File: config.mk
export PLATFORM = sky130hd
export DESIGN_NAME = strobe_fifo_ingress
export DESIGN_NICKNAME = d
export VERILOG_FILES = /design/src/rtl/strobe_fifo_pkg.sv /design/src/rtl/sfi_sync.sv /design/src/rtl/sfi_lane.sv /design/src/rtl/strobe_fifo_ingress.sv
export SDC_FILE = /design/constraint.sdc
export NUM_CORES = 1
export LEC_CHECK = 0
export BUFFER_PORTS_ARGS = -buffer_cell sky130_fd_sc_hd__buf_2
export CAP_MARGIN = 20
export CORE_MARGIN = 3
export CORE_UTILIZATION = 25
export CTS_CLUSTER_DIAMETER = 80
export DETAILED_ROUTE_END_ITERATION = 8
export SETUP_SLACK_MARGIN = 0.2
export SYNTH_ARGS = -nofsm -noshare
export SYNTH_HDL_FRONTEND = slang
export SYNTH_SLANG_ARGS = --single-unit
File: constraint.sdc
create_clock -name clk -period 11.7 [get_ports clk]
set_clock_uncertainty 0.15 [all_clocks]
set_input_delay 0 -clock clk [delete_from_list [all_inputs] [get_ports clk]]
set_output_delay 0 -clock clk [all_outputs]
set_load 0.05 [all_outputs]
File: src/rtl/strobe_fifo_pkg.sv
package strobe_fifo_pkg;
   typedef enum logic [1:0] {
      EV_IDLE   = 2'd0,
      EV_STORE  = 2'd1,
      EV_COMMIT = 2'd2
   } sfi_event_t;

   typedef struct packed {
      logic pk_n;
      logic cs_n;
      logic wr_n;
   } sfi_strobes_t;
endpackage

File: src/rtl/sfi_sync.sv
module sfi_sync #(
   parameter int WIDTH     = 3,
   parameter int STAGES    = 2,
   parameter bit RESET_VAL = 1'b1
) (
   input  logic             clk,
   input  logic             rst_n,
   input  logic [WIDTH-1:0] async_in,
   output logic [WIDTH-1:0] sync_out
);
   logic [WIDTH-1:0] chain [STAGES];

   generate
      if (STAGES < 2) begin : g_bad_stages
         $error("sfi_sync needs two or more stages");
      end
      for (genvar s = 0; s < STAGES; s++) begin : g_stage
         always_ff @(posedge clk or negedge rst_n) begin
            if (!rst_n) chain[s] <= {WIDTH{RESET_VAL}};
            else if (s == 0) chain[s] <= async_in;
            else chain[s] <= chain[(s == 0) ? 0 : s-1];
         end
      end
   endgenerate

   assign sync_out = chain[STAGES-1];
endmodule

File: src/rtl/sfi_lane.sv
module sfi_lane
   import strobe_fifo_pkg::*;
#(
   parameter int DATA_W = 8,
   parameter int AW     = 4,
   localparam int DEPTH = 1 << AW
) (
   input  logic              clk,
   input  logic              rst_n,
   input  sfi_event_t        ev,
   input  logic              hit,
   input  logic [DATA_W-1:0] wdata,
   input  logic              pop,
   output logic [DATA_W-1:0] rdata,
   output logic [AW:0]       fill,
   output logic [AW:0]       avail,
   output logic              full,
   output logic              empty,
   output logic              zlp,
   output logic              ovf
);
   logic [DATA_W-1:0] mem [DEPTH];
   logic [AW:0] wptr, rptr, cptr;

   assign fill  = wptr - rptr;
   assign avail = cptr - rptr;
   assign full  = (fill == (AW+1)'(DEPTH));
   assign empty = (fill == '0);
   assign rdata = mem[rptr[AW-1:0]];

   always_ff @(posedge clk) begin
      if (hit && ev == EV_STORE && !full) mem[wptr[AW-1:0]] <= wdata;
   end

   always_ff @(posedge clk or negedge rst_n) begin
      if (!rst_n) begin
         wptr <= '0;
         rptr <= '0;
         cptr <= '0;
         zlp  <= 1'b0;
         ovf  <= 1'b0;
      end else begin
         if (pop) begin
            if (avail != '0) rptr <= rptr + 1'b1;
            else zlp <= 1'b0;
         end
         if (hit && ev == EV_STORE) begin
            if (full) ovf <= 1'b1;
            else wptr <= wptr + 1'b1;
         end
         if (hit && ev == EV_COMMIT) begin
            if (wptr == cptr) zlp <= 1'b1;
            else cptr <= wptr;
         end
      end
   end
endmodule

File: src/rtl/strobe_fifo_ingress.sv
module strobe_fifo_ingress
   import strobe_fifo_pkg::*;
#(
   parameter int SEL_W       = 2,
   parameter int DATA_W      = 8,
   parameter int AW          = 4,
   parameter int SYNC_STAGES = 2,
   localparam int NUM        = 1 << SEL_W
) (
   input  logic              clk,
   input  logic              rst_n,
   input  logic [SEL_W-1:0]  ext_sel,
   input  logic              ext_cs_n,
   input  logic              ext_wr_n,
   input  logic [DATA_W-1:0] ext_data,
   input  logic              ext_pktend_n,
   input  logic [SEL_W-1:0]  rd_sel,
   input  logic              rd_pop,
   output logic [DATA_W-1:0] rd_data,
   output logic [AW:0]       rd_fill,
   output logic [AW:0]       rd_avail,
   output logic [NUM-1:0]    fifo_full,
   output logic [NUM-1:0]    fifo_empty,
   output logic [NUM-1:0]    fifo_zlp,
   output logic [NUM-1:0]    fifo_ovf,
   output logic              proto_err
);
   generate
      if (AW < 1 || DATA_W < 1 || SEL_W < 1) begin : g_bad_cfg
         $error("strobe_fifo_ingress: widths must be positive");
      end
   endgenerate

   sfi_strobes_t raw_s, syn_s, dly_s;
   logic wr_rise, pk_rise, cs_act, clash;
   sfi_event_t ev;

   assign raw_s = '{pk_n: ext_pktend_n, cs_n: ext_cs_n, wr_n: ext_wr_n};

   sfi_sync #(.WIDTH(3), .STAGES(SYNC_STAGES), .RESET_VAL(1'b1)) u_sync (
      .clk(clk), .rst_n(rst_n), .async_in(raw_s), .sync_out(syn_s)
   );

   always_ff @(posedge clk or negedge rst_n) begin
      if (!rst_n) dly_s <= '1;
      else dly_s <= syn_s;
   end

   assign wr_rise = syn_s.wr_n & ~dly_s.wr_n;
   assign pk_rise = syn_s.pk_n & ~dly_s.pk_n;
   assign cs_act  = ~dly_s.cs_n;

   always_ff @(posedge clk or negedge rst_n) begin
      if (!rst_n) clash <= 1'b0;
      else if (pk_rise) clash <= 1'b0;
      else if (!syn_s.pk_n && !syn_s.wr_n) clash <= 1'b1;
   end

   always_ff @(posedge clk or negedge rst_n) begin
      if (!rst_n) proto_err <= 1'b0;
      else if (pk_rise && cs_act && (clash || !syn_s.wr_n)) proto_err <= 1'b1;
   end

   always_comb begin
      ev = EV_IDLE;
      if (cs_act) begin
         if (wr_rise) ev = EV_STORE;
         else if (pk_rise && !clash && syn_s.wr_n) ev = EV_COMMIT;
      end
   end

   logic [DATA_W-1:0]   lane_rdata [NUM];
   logic [AW:0]         lane_fill  [NUM];
   logic [AW:0]         lane_avail [NUM];
   logic [NUM*(AW+1)-1:0] fill_flat;

   generate
      for (genvar i = 0; i < NUM; i++) begin : g_lane
         sfi_lane #(.DATA_W(DATA_W), .AW(AW)) u_lane (
            .clk   (clk),
            .rst_n (rst_n),
            .ev    (ev),
            .hit   (ext_sel == SEL_W'(i)),
            .wdata (ext_data),
            .pop   (rd_pop && rd_sel == SEL_W'(i)),
            .rdata (lane_rdata[i]),
            .fill  (lane_fill[i]),
            .avail (lane_avail[i]),
            .full  (fifo_full[i]),
            .empty (fifo_empty[i]),
            .zlp   (fifo_zlp[i]),
            .ovf   (fifo_ovf[i])
         );
         assign fill_flat[i*(AW+1) +: AW+1] = lane_fill[i];
      end
   endgenerate

   assign rd_data  = lane_rdata[rd_sel];
   assign rd_fill  = lane_fill[rd_sel];
   assign rd_avail = lane_avail[rd_sel];
endmodule

==> key figures, run 1 <==
Synthesis
  – Post-Syn Instances: between 1000 and 1500
  – Synth Register Bits: slightly below 600
  – Cell area after synthesis: 25400 sq um
  – Yosys warning count: 0
  – Sequential share of the synthesized area: 68.3%
  – Synth cell types: 53
  – Top FF cell, synth: edfxtp_1
  – Syn Nets: 1487
  – Post-synth EDFFs: between 500 and 600
  – Mean post-synth cell area: 18.0 sq um
  – Asr flop ratio synth: between 10% and 20%

Timing
  – Setup ws final: 7.63 ns
  – Unrepaired setup endpoints after global routing: false
  – Final Hold Fails: 0
  – Worst-Margin Slew: roughly 1 ns
  – Final min period: approximately 4.1 ns
  – Sum of negative setup slack: 0 ns
  – Final Cycle Share: a little over a third
  – Max Freq: about 250 MHz
  – Final max-slew violation count: 0
  – Final setup violating endpoints: 0
  – Worst relative slew slack: between 30% and 40%

Status
  – Status: finished, final reports clean

Power and ir drop
  – Clock network fraction of design power: between 20% and 30%
  – Leak Pwr: 10.0 nW
  – Sequential share of power: 37.1%
  – Maximum vdd drop: between 0.3 and 0.4 mV
  – Final Power: 6.71 mW
  – Internal: approximately 4.3 mW
  – Net Switching: around 2.4 mW
  – Sw frac: between 30 and 40%
  – Combinational Power Share: 35.0%
  – Power per cell area: ~230 nW/um^2

Floorplan
  – Chip Width: around 320 microns
  – Starting density of the core: 25.3%
  – # rows: approximately 120
  – Die ar.: around 110000 sq um
  – Io pins: 53
  – Core ar.: 100000 sq um
  – DIE HEIGHT: ~320 microns

Detailed routing
  – DR iter-0 viols: between 1000 and 1500
  – DR vias/cell: about 4.5
  – Pre-antenna DRT Iters: 5
  – Post-route ant nets: 0
  – WL final: about 60 mm
  – DR DRC count: 0
  – DR vias: around 13000
  – WL/cell: 20.7 microns

Final layout
  – Share of layout cells above drive strength 1: 20.9%
  – Layout Nets: around 1600
  – Area grow syn2layout: 14.8%

Placed design
  – Dpl hpwl: slightly below 40 mm
  – Port Buf Inserts: 52
  – Pre-CTS setup slack: 7.39 ns
  – Global placement routability congestion: a little over 0.8

Worst setup path
  – WP data arrival: roughly 4.2 ns
  – Crit path launch: g_lane[2].u_lane.rptr[0]
  – Worst EP required: 11.79 ns
  – Crit start category: flip-flop
  – Crit-path max FO: 37
  – Type of the worst setup path: flip-flop to flip-flop
  – Crit end category: flip-flop
  – Reg2reg start: g_lane[2].u_lane.rptr[0]
  – Worst R2R Setup Slack: roughly 7.6 ns

Clock tree
  – Clk_lat worst skew: approximately 0.62 ns
  – CTS max path bufs: 3
  – CTS clk-pin slew, worst paths: around 0.060 ns
  – CTS resizes: 0
  – # clock sinks: about 590
  – Clk root buf: clkbuf_16
  – CTS buffer count: 61
  – CTS tree: built
  – H-Tree Depth: 2
  – Post-CTS setup buffers: 0

Hold path
  – Min-Delay Path Class: primary input to asynchronous set/reset pin

Global routing
  – Largest net degree at the start of global routing: ~70
  – Initial antenna violation count: 8
  – First-pass GRT wire length: 89.9 mm
  – Total Routing Usage GR: between 10% and 20%
  – Number of global-route vias before repair: approximately 13000
  – Grt total ovfl: 0

Job
  – Max-cap violations: 0
## timing repair
item,in CTS,in global routing
hold buffers,21,0
setup endpoints to repair,0,0
hold endpoints to repair,647,0
## worst max-delay path, stage by stage (launching register included)
cell and delay, ns:
dfrtp_2 0.34, buf_4 0.53, ha_1 0.28, inv_1 0.06, fa_1 0.39, a21o_1 0.19, a21oi_1 0.16, xnor2_1 0.15
o211a_2 0.23, nor2_4 0.31, nor4bb_2 0.88
## cell families after synthesis
group | count (synthesis) | synth area share [%]
flops | 591 | 68.3
buf+inv | 120 | 2.64
simple gates | 236 | 5.41
mux | 156 | 13.4
compound gates | 169 | 4.37
fa+ha+maj | 60 | 3.19
xor+xnor | 77 | 2.65
## path summary, 6_finish.rpt
kind | cells after the start | end
worst max-delay path | 10 | g_lane[2].u_lane.mem[0][6]
worst min register to register | 0 | u_sync.sync_out[2]
worst max register to register | 10 | g_lane[2].u_lane.mem[0][6]
worst min-delay path | 3 | g_lane[2].u_lane.wptr[4]
max in group asynchronous | 3 | g_lane[3].u_lane.rptr[1]
min in group clk | 4 | g_lane[3].u_lane.zlp
## flip-flops by register name, indices dropped and copies added (netlist names)
| name | count |
|---|---|
| dly_s | 3 |
| u_sync.sync_out | 3 |
| g_lane.u_lane.ovf | 4 |
| g_lane.u_lane.cptr | 20 |
| g_lane.u_lane.wptr | 20 |
| g_lane.u_lane.zlp | 4 |
| g_lane.u_lane.rptr | 20 |
| u_sync.chain | 3 |
| proto_err | 1 |
| g_lane.u_lane.mem | 512 |
| clash | 1 |
## through the flow
stage	util [%]	std cells	area, sq um	hold WS [ns]
after floorplan	-	1409	25400	-0.446
after global placement	26.9	2760	27000	-0.297
after detailed placement	26.9	2760	27000	-0.294
after CTS	29.0	2892	29100	0.0455
after global routing	29.0	2893	29200	0.111
final	29.0	2896	29200	0.0204
## synth_stat cells (2+ instances only)
cell type / instances / area [sq um]
mux4_1: 28 / 736
xor2_1: 39 / 342
mux2_2: 19 / 214
o31ai_1: 2 / 15.0
buf_4: 24 / 180
o211a_2: 4 / 40.0
buf_1: 4 / 15.0
a21boi_0: 7 / 52.6
nor3_1: 9 / 45.0
nand2_1: 26 / 97.6
nor2b_1: 17 / 106
dfrtp_1: 70 / 1750
o211ai_1: 4 / 30.0
nor2_1: 44 / 165
buf_6: 8 / 90.1
nand4_1: 5 / 31.3
ha_1: 52 / 651
o21ai_0: 22 / 110
buf_12: 2 / 40.0
edfxtp_1: 512 / 15400
and3_1: 51 / 319
and2_1: 14 / 87.6
nor3_2: 6 / 60.1
and4b_1: 2 / 20.0
mux4_2: 109 / 2450
and4_1: 6 / 52.6
a21oi_1: 49 / 245
inv_1: 45 / 169
a22oi_1: 62 / 465
clkbuf_1: 17 / 63.8
nand3_1: 20 / 100
nor2_2: 2 / 12.5
xnor2_1: 38 / 333
a21o_1: 14 / 105
nor3b_1: 21 / 158
o41ai_1: 2 / 17.5
buf_2: 18 / 90.1
dfstp_2: 9 / 236
fa_1: 8 / 160
nor4_1: 2 / 12.5
nor4bb_1: 4 / 40.0
## metal layers
layer	vias up	track usage [%]	wire, microns
li1	5770	-	-
met1	6872	16.3	27500
met2	431	16.7	26400
met3	64	3.01	5050
met4	4	2.43	937
met5	-	0	21
## power groups by stage
stage | sequential, mW | combinational [mW] | clock [mW]
6_report | 2.49 | 2.35 | 1.87
5_1_grt | 2.50 | 2.52 | 2.00
4_1_cts | 2.51 | 2.32 | 1.91
3_5_place_dp | 2.56 | 2.30 | 0
3_3_place_gp | 2.55 | 2.28 | 0
2_1_floorplan | 2.47 | 1.72 | 0
## cells in the final DEF, fill, tap and decap left out, types with 26 or more instances in the layout
cell / Yosys / final
nand2_1: 26 / 26
xor2_1: 39 / 39
mux4_1: 28 / 28
clkbuf_16: 0 / 61
edfxtp_1: 512 / 512
nor2_1: 44 / 44
a22oi_1: 62 / 62
ha_1: 52 / 52
mux4_2: 109 / 109
inv_1: 45 / 45
and3_1: 51 / 51
a21oi_1: 49 / 49
dfrtp_1: 70 / 66
buf_2: 18 / 48
xnor2_1: 38 / 38
## final cells by class
class	instances	area, sq um
Antenna cell	3	7.51
Clock buffer	71	1560
Clock inverter	40	357
Fill cell	9927	71300
Inverter	45	169
Multi-Input combinational cell	698	7380
Sequential cell	591	17400
Tap cell	1357	1700
Timing Repair Buffer	91	628
No activity file was read; power rests on OpenSTA's default activity.
==> inputs of run 2 (changes only) <==
Settings changed: ABC_AREA set to 1.
Clock period 11.7 ns to 3.4 ns, I/O delays scaled along.
==> run 2 against run 1 <==
Compared with the run above:
- via count up 51%
- total power grew to 3.7 times the previous value
- core utilization grew 0.79 points
- sequential power grew to 3.3 times the previous value
- largest cell class unchanged
- clock-buffer cell count up 3
- non-clock buffer count increased by 107
- sequential share of layout area shrank 7.2 points
- global-route usage rose by 1.3 points
==> key figures, run 2 <==
Status
  – Status: finished, final reports clean

Synthesis
  – Largest area contributor in the netlist: edfxtp_1
  – Post-synth EDFFs: 512 (unchanged)
  – Cell area after synthesis: 28200 sq um (+11%)
  – Post-synthesis adder-cell area fraction: 2.88% (-0.31 points)
  – Most common cell in the netlist: nand2_1
  – Ranking of synthesized cells by area: edfxtp_1, nand2_1, dfrtp_1
  – Mux cell area share after synthesis: 0% (-13 points)
  – Syn Nets: 3045 (+100%)
  – Post-Syn Instances: 2967 (+110%)
  – Post-synth top cells: nand2_1, edfxtp_1, inv_1, nand3_1, dfrtp_1
  – Synth cell types: 38 (-28%)
  – Yosys warning count: 0 (unchanged)
  – Synth Area in XOR/XNOR: 2.17% (-0.48 points)
  – Post-synthesis compound-gate area fraction: 1.45% (-2.9 points)
  – Main combinational cell family by area after synthesis: simple AND/OR/NAND/NOR gates
  – Top FF cell, synth: edfxtp_1
  – Post-synthesis simple-gate area fraction: 23.1% (+18 points)
  – Mean post-synth cell area: 9.50 sq um (-47%)
  – Sequential share of the synthesized area: 61.6% (-6.7 points)
  – Asr flop ratio synth: 13.4% (unchanged)
  – Proportion of netlist area held by the largest area contributor: 54.5% (-6.0 points)
  – Synth Register Bits: 591 (unchanged)

Timing
  – Worst-Margin Slew: 1.02 ns (+0.00338 ns)
  – Final max-slew violation count: 0 (unchanged)
  – Setup ws final: 0.282 ns (-7.34 ns)
  – Sum of negative setup slack: 0 ns (unchanged)
  – Unrepaired setup endpoints after global routing: true
  – Max Freq: 321 MHz
  – Final setup violating endpoints: 0 (unchanged)
  – Final Cycle Share: between 90% and 100%
  – Final Hold Fails: 0 (unchanged)
  – Final min period: between 3 and 4 ns
  – Hold WS: 0.0852 ns (+0.0648 ns)
  – Worst relative slew slack: 32.1% (+0.75 points)

Final layout
  – Register Area: 17400 sq um (unchanged)
  – Max FFs per register: 512 (unchanged)
  – Share of layout cells above drive strength 1: 10.9% (-10 points)
  – Final Cell Area: 33200 sq um (+14%)
  – Multi-input logic area: 8540 sq um (+16%)
  – Post-layout util: 29.8% (+0.79 points)
  – FILL cells: 11500 (+16%)
  – Leading cell type in the layout, fill and taps excluded: nand2_1
  – Layout Nets: 3175 (+100%)
  – Layout Cells excl Fill: 4633 (+60%)
  – Most frequent cells in the layout: nand2_1, edfxtp_1, inv_1, nand3_1, buf_4
  – Area grow syn2layout: 17.8%

Power and ir drop
  – Sequential share of power: 33.9% (-3.2 points)
  – Internal: 14.8 mW (+240%)
  – Net Switching: 9.79 mW (+310%)
  – Maximum vdd drop: 0.885 mV (+130%)
  – Final Power: 24.6 mW (+270%)
  – Power per cell area: 741 nW/um^2 (+220%)
  – Sw frac: 39.8% (+4.3 points)
  – Leak Pwr: 14.3 nW (+43%)
  – Clock network fraction of design power: 26.2% (-1.6 points)
  – Combinational Power Share: 39.9% (+4.9 points)

Worst setup path
  – Worst EP required: 3.25 ns (-8.54 ns)
  – Crit end category: output port
  – Crit start category: flip-flop
  – Crit path launch: g_lane[2].u_lane.rptr[0]
  – Crit path buf inv count: 2 (unchanged)
  – Crit-path max FO: 4 (-89%)
  – Crit path max-delay family: simple AND/OR/NAND/NOR gates
  – WP data arrival: 2.97 ns (-1.20 ns)
  – Worst reg2reg endpoint: g_lane[0].u_lane.mem[0][2]
  – Critical Path Max Stage Delay: 0.47 ns (-0.41 ns)
  – Slowest CP cell: dfrtp_2
  – Reg2reg start: g_lane[0].u_lane.wptr[0]
  – Crit path to: rd_avail[4]
  – WP depth: 9 (-1)
  – Reg2Reg Depth: 11 (+1)
  – Type of the worst setup path: flip-flop to output port
  – Worst-path cell chain: ha_1 -> inv_1 -> fa_2 -> nand3_2 -> nand2_2 -> xnor2_2 -> or2_4 -> nand4_1 -> buf_12
  – Worst R2R Setup Slack: 0.39 ns (-7.24 ns)

Global routing
  – Largest net degree at the start of global routing: 69 (+1.5%)
  – Number of global-route vias before repair: 19600 (+47%)
  – First-pass GRT wire length: 114 mm (+26%)
  – GR peak layer: met2
  – Total Routing Usage GR: 12.5% (+1.3 points)
  – GR met3 Demand/Resource: 2.99% (-0.028 points)
  – Initial antenna violation count: 3 (-5)
  – Grt total ovfl: 0 (unchanged)
  – M2 GR Usage: 19.5% (+2.8 points)
  – Met1 Use GR: 17.3% (+0.99 points)

Clock tree
  – # clock sinks: 591 (unchanged)
  – Clk root buf: clkbuf_16
  – CTS buffer count: 56 (-8.2%)
  – CTS max path bufs: 3 (unchanged)
  – CTS tree: built
  – Clk_lat worst skew: 0.62 ns (about the same)
  – CTS clk-pin slew, worst paths: 0.07 ns (about the same)
  – H-Tree Depth: 2 (unchanged)

Floorplan
  – Chip Width: 342 microns (+5.2%)
  – Io pins: 53 (unchanged)
  – Starting density of the core: 25.3% (+0.033 points)
  – Die ar.: 117000 sq um (+11%)
  – DIE HEIGHT: 342 microns (+5.2%)
  – # rows: 122 (+5.2%)
  – Core ar.: 111000 sq um (+11%)

Hold path
  – Min-Delay Path Class: primary input to flip-flop

Placed design
  – Pre-CTS setup slack: 0.123 ns (-7.26 ns)
  – Placed insts: 4496 (+63%)
  – Port Buf Inserts: 52 (unchanged)
  – Global placement routability congestion: 0.899 (+11%)
  – Placed instance area: 30700 sq um (+14%)
  – Dpl hpwl: 50.5 mm (+29%)

Detailed routing
  – Pre-antenna DRT Iters: 7 (+2)
  – DR vias/cell: 4.29 (-5.5%)
  – DR iter-0 viols: 1727 (+59%)
  – DR DRC count: 0 (unchanged)
  – DR vias: 19900 (+51%)
  – WL final: 74.9 mm (+25%)
  – Post-route ant nets: 0 (unchanged)
  – WL/cell: 16.2 microns (-22%)

Job
  – Max-cap violations: 0 (unchanged)
## run 2: how the worst min path moves through the flow
stage | to | start | cells after the start
final | g_lane[0].u_lane.rptr[3] | rd_pop | 5
after global placement | g_lane[2].u_lane.ovf | rst_n | 1
after CTS | g_lane[0].u_lane.rptr[3] | rd_pop | 5
after detailed placement | g_lane[2].u_lane.ovf | rst_n | 1
after global routing | g_lane[0].u_lane.rptr[3] | rd_pop | 5
after floorplan | clash | rst_n | 0
## run 2: logic make-up (layout without fill, tap and decap cells)
group	after synthesis	count (layout)
AO/OA/AOI/OAI	75	75
XOR/XNOR	70	70
adder cells (fa/ha/maj)	60	60
buffers and inverters	607	783
flip-flops	591	591
other	0	2
AND/OR/NAND/NOR	1564	1564
## run 2: final cells by class
cell class	count	share of cell area, %
clock inverter	30	0.950
inverter	481	5.49
multi-input combinational	1769	25.7
timing repair buffer	198	5.11
antenna	2	0.0151
clock buffer	74	4.80
tap	1488	5.61
sequential	591	52.3
## run 2: tightest hold or removal path, stage by stage
cell	delay [ns]
buf_2	0.10
inv_1	0.41
nor2_2	0.16
nand3_1	0.08
nand2_1	0.05
## run 2: power by group through the flow
stage	registers (mW)	clock network [mW]	logic, mW
after floorplan	8.42	0	6.40
after global placement	8.47	0	9.40
after detailed placement	8.48	0	9.38
after CTS	8.32	6.59	9.54
after global routing	8.37	6.86	10.8
final	8.34	6.44	9.82
## run 2: routing by layer
metal | vias up | wire, microns
met5 | - | 13
met4 | 2 | 2060
met3 | 140 | 6150
met2 | 652 | 33200
met1 | 9347 | 33500
li1 | 9732 | -
## run 2: repair_timing
action / in CTS / in global routing
resized for setup: 19 / 50
buffers inserted: 2 / 3
hold buffers: 24 / 0
pin swaps: 1 / 4
endpoints found under the hold margin: 341 / 0
cloned: 0 / 1
setup endpoints to repair: 97 / 161
